## config.mk

```make
export PLATFORM = sky130hd
export DESIGN_NAME = phy_irq_ctl
export DESIGN_NICKNAME = d
export VERILOG_FILES = /design/src/rtl/phy_irq_pkg.sv /design/src/rtl/phy_irq_ctrl.sv /design/src/rtl/phy_irq_dp.sv /design/src/rtl/phy_irq_ctl.sv
export SDC_FILE = /design/constraint.sdc
export NUM_CORES = 1
export LEC_CHECK = 0
export ABC_AREA = 0
export ABC_CLOCK_PERIOD_IN_PS = 1800
export CORE_UTILIZATION = 30
export CTS_CLUSTER_DIAMETER = 60
export DETAILED_ROUTE_END_ITERATION = 7
export HOLD_SLACK_MARGIN = 0.12
export PLACE_DENSITY = 0.71
export SETUP_SLACK_MARGIN = 0.1
export SLEW_MARGIN = 10
export SYNTH_ARGS = -nofsm -noshare
export SYNTH_HDL_FRONTEND = slang
export SYNTH_SLANG_ARGS = --single-unit
```

## constraint.sdc

```tcl
create_clock -name clk -period 1.8 [get_ports clk]
set_input_delay 0.54 -clock clk [delete_from_list [all_inputs] [get_ports clk]]
set_output_delay 0.54 -clock clk [all_outputs]
set_load 0.01 [all_outputs]
```

## src/rtl/phy_irq_pkg.sv

```systemverilog
package phy_irq_pkg;
  typedef struct packed {
    logic loadEnable;
    logic clrStatus;
  } irqStrobes_t;
endpackage

```

## src/rtl/phy_irq_ctrl.sv

```systemverilog
module phy_irq_ctrl
  import phy_irq_pkg::*;
#(
  parameter int NUM_EVT = 8,
  parameter int REG_W   = 16
) (
  input  logic               accWr,
  input  logic               accRd,
  input  logic [REG_W-1:0]   accWrData,
  output irqStrobes_t        strobes,
  output logic [NUM_EVT-1:0] wrEnable
);
  localparam int HALF = REG_W / 2;

  always_comb begin
    strobes.loadEnable = accWr;
    strobes.clrStatus  = accRd;
  end

  // Only the upper half of the write word carries the enables.
  assign wrEnable = accWrData[HALF +: NUM_EVT];
endmodule

```

## src/rtl/phy_irq_dp.sv

```systemverilog
module phy_irq_dp
  import phy_irq_pkg::*;
#(
  parameter int NUM_EVT = 8,
  parameter int REG_W   = 16
) (
  input  logic               clk,
  input  logic               rstN,
  input  irqStrobes_t        strobes,
  input  logic [NUM_EVT-1:0] wrEnable,
  input  logic [NUM_EVT-1:0] evtIn,
  input  logic               activeHigh,
  output logic [REG_W-1:0]   rdData,
  output logic               irqLevel,
  output logic               irqDriveEn
);
  localparam int HALF = REG_W / 2;

  logic [NUM_EVT-1:0] enableQ;
  logic [NUM_EVT-1:0] statusQ;
  logic               pending;

  always_ff @(posedge clk or negedge rstN) begin
    if (!rstN) enableQ <= '0;
    else if (strobes.loadEnable) enableQ <= wrEnable;
  end

  for (genvar i = 0; i < NUM_EVT; i++) begin : g_stat
    always_ff @(posedge clk or negedge rstN) begin
      if (!rstN) statusQ[i] <= 1'b0;
      else       statusQ[i] <= (statusQ[i] & ~strobes.clrStatus) | evtIn[i];
    end
  end

  always_comb begin
    rdData = '0;
    rdData[HALF +: NUM_EVT] = enableQ;
    rdData[NUM_EVT-1:0]     = statusQ;
  end

  assign pending = |(enableQ & statusQ);

  always_comb begin
    if (activeHigh) begin
      irqLevel   = pending;
      irqDriveEn = 1'b1;
    end else begin
      irqLevel   = ~pending;
      irqDriveEn = pending;
    end
  end
endmodule

```

## src/rtl/phy_irq_ctl.sv

```systemverilog
module phy_irq_ctl
  import phy_irq_pkg::*;
#(
  parameter int NUM_EVT = 8,
  parameter int REG_W   = 16
) (
  input  logic               clk,
  input  logic               rstN,
  input  logic [NUM_EVT-1:0] evtIn,
  input  logic               accWr,
  input  logic               accRd,
  input  logic [REG_W-1:0]   accWrData,
  output logic [REG_W-1:0]   accRdData,
  input  logic               irqActiveHigh,
  output logic               irqLevel,
  output logic               irqDriveEn
);
  irqStrobes_t        strobes;
  logic [NUM_EVT-1:0] wrEnable;

  phy_irq_ctrl #(.NUM_EVT(NUM_EVT), .REG_W(REG_W)) ctrl_i (
    .accWr(accWr), .accRd(accRd), .accWrData(accWrData),
    .strobes(strobes), .wrEnable(wrEnable)
  );

  phy_irq_dp #(.NUM_EVT(NUM_EVT), .REG_W(REG_W)) dp_i (
    .clk(clk), .rstN(rstN), .strobes(strobes), .wrEnable(wrEnable),
    .evtIn(evtIn), .activeHigh(irqActiveHigh), .rdData(accRdData),
    .irqLevel(irqLevel), .irqDriveEn(irqDriveEn)
  );
endmodule

```

==> run summary, run 1 <==
Highest clock rate = 497 MHz
DRT iter0 DRCs = 2
Post-Syn Area = 658 um2
DR DRC count = 0
Critical path class = register to output port
Total gr overflow = 0
Fin Hold WS = 0.578 ns
Outcome = complete, but fails checks
CTS root buffer = clkbuf_4
Met3 wire length = 121 um
H-Tree Depth = 1
Io pins = 47
Clk slew on worst S/H paths = 0.09 ns
Synth Instances = 43
Antenna violations before repair = 0
Clock Skew = 0 ns
Crit-path max cell delay = 0.39 ns
Final slew viol count = 0
Antenna fix cells = 0
Worst-Skew Late Latency = 0.27 ns
All-Layer GR Usage = 0.157
PD cells = 712 nW/um2
Number of global-route vias before repair = 585
Mean Syn Cell Area = 15.3 um2
Seq/Total Area, Yosys = 0.608
Clk sinks = 16
Req. time, crit path = 1.26 ns
R2R cell count = 3
Yosys warns = 0
Placed cell count = 124
Most frequent cells in the layout = clkdlybuf4s50_1, buf_4, dfrtp_1
Setup ws final = -0.211 ns
Clock Path Buffers = 2
Hpwl dp = 1370 um
CP Capture Type = output port
Core area = 2000 um2
Initial Util = 0.329
Critical path arrival = 1.47 ns
Critical path launch point type = register
Met1 WL = 731 um
R2R Path Start = dp_i.enableQ[4]$_DFFE_PN0P_
Die span in y = 48.8 um
CTS buffer count = 3
Crit-path slowest cell = dfrtp_1
Vias per cell = 4.31
IO Port Bufs = 38
Setup violators final = 2
Static leakage = 0.610 nW
First-pass GRT wire length = 2810 um
Routed wire per std cell = 13.0 um
Max Used Layer = met3
Routability-driven placement congestion ratio = 0.753
Share of cells above drive strength 1 = 0.356
Row count = 16
CTS tree = yes
Final ANT Viol Nets = 0
Post-layout min period = 2.01 ns
Final worst-path cycle share = 1.12
Max Cap Viol = 0
Dpl ws = -0.649 ns
RSZ-0062 raised after global routing = true
Detailed Route WL = 1710 um
Final hold violations = 0
Synth Register Bits = 16
Post-synth net total = 73
VDD IR max = 0.471 mV
Via count = 564
Worst Tran Pin Value = 0.272 ns
RR Endpoint = dp_i.enableQ[4]$_DFFE_PN0P_
Final cell count without fillers = 131
Area grow syn2layout = 86.3%
Met2 routed WL = 853 um
Drt first pass iters = 3
Die Wd = 48.8 um
Hold Crit Class = primary input to async pin
R2r setup slk = 0.77 ns
Synth cell types = 8
CP cell instances = a22oi_1, and4_1, ha_1, inv_1, buf_2
Pin count of the biggest net entering global routing = 17
Die area = 2380 um2
Dpl cell area = 1200 um2
# fillers = 177
Failing checks = negative setup slack
Slew headroom = 0.819
Crit Path Max Fanout = 2
Post-route cell area = 1230 um2
# nets final = 135
where the power goes:
part / internal, mW / total (mW) / switching [mW] / leakage, nW
Sequential: 0.389 / 0.408 / 0.0187 / 0.180
Clock: 0.123 / 0.230 / 0.107 / 0.0210
Combinational: 0.155 / 0.236 / 0.0810 / 0.410
Total: 0.667 / 0.874 / 0.207 / 0.610
per-layer routing:
layer	up-vias	track usage
met1	266	0.211
met3	0	0.0405
met4	0	0.0294
met2	26	0.257
met5	-	0
li1	272	-
logic make-up (layout without fill, tap and decap cells):
logic type               Yosys count  in the layout  share of synthesized area
AO/OA/AOI/OAI                     12             12                      0.137
buffers and inverters              5             66                     0.0399
flip-flops                        16             16                      0.608
multiplexers                       8              8                      0.183
AND/OR/NAND/NOR                    1              1                     0.0133
adder cells (fa/ha/maj)            1              1                     0.0190
metrics by stage:
stage          utilization  setup TNS, ns  total power [mW]
2_1_floorplan            -              0             0.491
3_3_place_gp         0.600          -1.20             0.662
3_5_place_dp         0.600          -1.19             0.669
4_1_cts              0.611         -0.361             0.881
5_1_grt              0.613         -0.473             0.917
6_report             0.613         -0.325             0.874
registers in the layout, indices dropped and copies added (netlist names):
signal,count
dp_i.enableQ,8
dp_i.rdData,8
layout make-up:
cell class	instances	area [um2]	area share
Timing Repair Buffer	58	504	0.411
Sequential cell	16	400	0.327
Inverter	4	15.0	0.0122
Clock buffer	4	36.3	0.0296
Tap cell	27	33.8	0.0276
Multi-Input combinational cell	22	236	0.193
worst max-delay path: cells and delay by family, from the launching register on:
kind                       cells  cell delay [ns]
adders and majority gates      1             0.23
buffers and inverters          2             0.17
AOI/OAI and AO/OA              1             0.19
and+or+nand+nor                1             0.21
DFF                            1             0.39
cells in the mapped netlist:
library cell  count  area share
a21o_1            8       0.091
inv_1             4       0.023
ha_1              1       0.019
buf_6             1       0.017
and4_1            1       0.013
mux2_4            8        0.18
a22oi_1           4       0.046
dfrtp_1          16        0.61
worst max-delay path by stage:
stage                                startpoint       end  depth (start not counted)
floorplan           dp_i.enableQ[6]$_DFFE_PN0P_  irqLevel                          4
global placement                  irqActiveHigh  irqLevel                          5
CTS                    dp_i.rdData[0]$_DFF_PN0_  irqLevel                          5
detailed placement                irqActiveHigh  irqLevel                          5
finish                 dp_i.rdData[0]$_DFF_PN0_  irqLevel                          5
global route        dp_i.enableQ[4]$_DFFE_PN0P_  irqLevel                          5
what timing repair did:
action                     4_1_cts  5_1_grt
hold endpoints to repair         0        0
setup buffers                    2        1
hold buffers                     0        0
resized for setup               26        4
setup endpoints to repair       18        3
pin swaps                        3        1
No activity file was read; power rests on OpenSTA's default activity.
==> run 2, diff against run 1 <==
- CAP_MARGIN: default -> 10
==> results of run 2 <==
Final layout, timing and power as in run 1 (identical DEF).
==> run 3, diff against run 2 <==
- ABC_CLOCK_PERIOD_IN_PS: 1800 -> default
- CORE_MARGIN: default -> 4
==> run summary, run 3 (synthesis gave the netlist of run 1 again) <==
Outcome = complete, but fails checks (unchanged)
Static leakage = 0.617 nW (was 0.610 nW)
Dpl ws = -0.639 ns (was -0.649 ns)
Pin count of the biggest net entering global routing = 17 (unchanged)
Hpwl dp = 1350 um (was 1370 um)
Clk sinks = 16 (unchanged)
Total gr overflow = 0 (unchanged)
H-Tree Depth = 1 (unchanged)
CP Capture Type = output port (unchanged)
DRT iter0 DRCs = 5 (was 2)
Final slew viol count = 0 (unchanged)
# fillers = 178 (was 177)
Row count = 16 (unchanged)
Highest clock rate = 485 MHz (was 497 MHz)
Slew headroom = 0.834 (was 0.819)
CTS hold repair buffers = 0 (unchanged)
Max Cap Viol = 0 (unchanged)
VDD IR max = 0.344 mV (was 0.471 mV)
Crit-path max cell delay = 0.41 ns (was 0.39 ns)
Io pins = 47 (unchanged)
Worst-Skew Late Latency = 0.29 ns (was 0.27 ns)
# nets final = 137 (was 135)
Critical path launch point type = register (unchanged)
Die area = 3010 um2 (was 2380 um2)
CTS buffer count = 3 (unchanged)
CTS tree = yes (unchanged)
Routed wire per std cell = 13.6 um (was 13.0 um)
Post-route cell area = 1240 um2 (was 1230 um2)
Final hold violations = 0 (unchanged)
Final worst-path cycle share = 1.15 (was 1.12)
R2R Path Start = dp_i.enableQ[2]$_DFFE_PN0P_ (was dp_i.enableQ[4]$_DFFE_PN0P_)
Critical path depth = 5 (unchanged)
Critical path class = register to output port (unchanged)
Most frequent cells in the layout = buf_4, clkdlybuf4s50_1, dfrtp_1 (was clkdlybuf4s50_1, buf_4, dfrtp_1)
Share of cells above drive strength 1 = 0.406 (was 0.356)
IO Port Bufs = 38 (unchanged)
Die span in y = 54.8 um (was 48.8 um)
Setup ws final = -0.262 ns (was -0.211 ns)
PD cells = 714 nW/um2 (was 712 nW/um2)
Post-layout min period = 2.06 ns (was 2.01 ns)
Commonest non-fill, non-tap cell in the layout = buf_4
RSZ-0062 raised after global routing = true (unchanged)
Final ANT Viol Nets = 0 (unchanged)
Crit Path Max Fanout = 2 (unchanged)
All-Layer GR Usage = 0.126 (was 0.157)
Vias per cell = 4.32 (was 4.31)
CTS root buffer = clkbuf_4 (unchanged)
Number of global-route vias before repair = 585 (unchanged)
Buffers and inverters on the worst path = 2 (unchanged)
Worst Tran Pin Value = 0.249 ns (was 0.272 ns)
CP cell instances = a22oi_1, and4_1, ha_1, inv_1, buf_2 (unchanged)
First-pass GRT wire length = 2480 um (was 2810 um)
Req. time, crit path = 1.26 ns (about the same)
Initial Util = 0.325 (was 0.329)
R2R cell count = 3 (unchanged)
Sum of negative setup slack = -0.426 ns (was -0.325 ns)
Total chip power = 0.888 mW (was 0.874 mW)
Routability-driven placement congestion ratio = 0.659 (was 0.753)
Via count = 575 (was 564)
Antenna violations before repair = 0 (unchanged)
Area grow syn2layout = 89.2% (was 86.3%)
Core area = 2020 um2 (was 2000 um2)
Clk slew on worst S/H paths = 0.09 ns (about the same)
Crit-path slowest cell = dfrtp_1 (unchanged)
Failing checks = negative setup slack (unchanged)
Hold Crit Class = primary input to async pin (unchanged)
Setup violators final = 2 (unchanged)
Detailed Route WL = 1810 um (was 1710 um)
Clock Skew = 0 ns (unchanged)
Clock Path Buffers = 2 (unchanged)
Die Wd = 54.8 um (was 48.8 um)
Critical path arrival = 1.52 ns (was 1.47 ns)
Fin Hold WS = 0.563 ns (was 0.578 ns)
Family with the most delay on the worst path = flip-flops (unchanged)
Drt first pass iters = 2 (was 3)
Dpl cell area = 1210 um2 (was 1200 um2)
CP startpoint = dp_i.rdData[0]$_DFF_PN0_ (unchanged)
DR DRC count = 0 (unchanged)
Antenna fix cells = 0 (unchanged)
-- run 3: changes by cell type in the layout (fill, tap and decap cells not counted) --
cell / previous run / this run
clkbuf_2: 2 / 3
a22oi_2: 1 / 3
a22oi_1: 3 / 1
buf_4: 19 / 21
clkdlybuf4s50_1: 19 / 20
buf_2: 2 / 3
dlygate4sd2_1: 15 / 12
-- run 3: cell type report --
class                           instances  area [um2]  share of cell area
Timing Repair Buffer                   60         513               0.412
Clock buffer                            4        36.3              0.0291
Inverter                                4        15.0              0.0121
Sequential cell                        16         400               0.322
Tap cell                               27        33.8              0.0271
Multi-Input combinational cell         22         246               0.198
-- run 3: final timing paths --
check	end	slack [ns]
max	irqLevel	-0.26
max reg2reg	dp_i.enableQ[2]$_DFFE_PN0P_	0.78
min	dp_i.rdData[3]$_DFF_PN0_	0.56
max in group asynchronous	dp_i.enableQ[4]$_DFFE_PN0P_	1.06
min reg2reg	dp_i.rdData[3]$_DFF_PN0_	0.60
min in group clk	dp_i.rdData[3]$_DFF_PN0_	0.60
-- run 3: per-layer routing --
layer	track usage	routed length (um)
met5	0	0
met4	0.0747	28
met3	0.0354	206
met2	0.213	837
met1	0.139	742
-- run 3: per-stage QoR --
step,cells,utilization
global route,133,0.616
CTS,130,0.608
global placement,125,0.598
floorplan,43,-
detailed placement,125,0.598
finish,133,0.616
-- run 3: power breakdown --
part / total (mW) / internal [mW] / switching (mW)
Clock: 0.234 / 0.123 / 0.111
Sequential: 0.411 / 0.389 / 0.0212
Combinational: 0.244 / 0.161 / 0.0832
-- run 3: timing repair --
item / CTS / global route
resized for setup: 29 / 7
pin swaps: 2 / 4
endpoints found under the setup margin: 18 / 2
setup buffers: 1 / 3
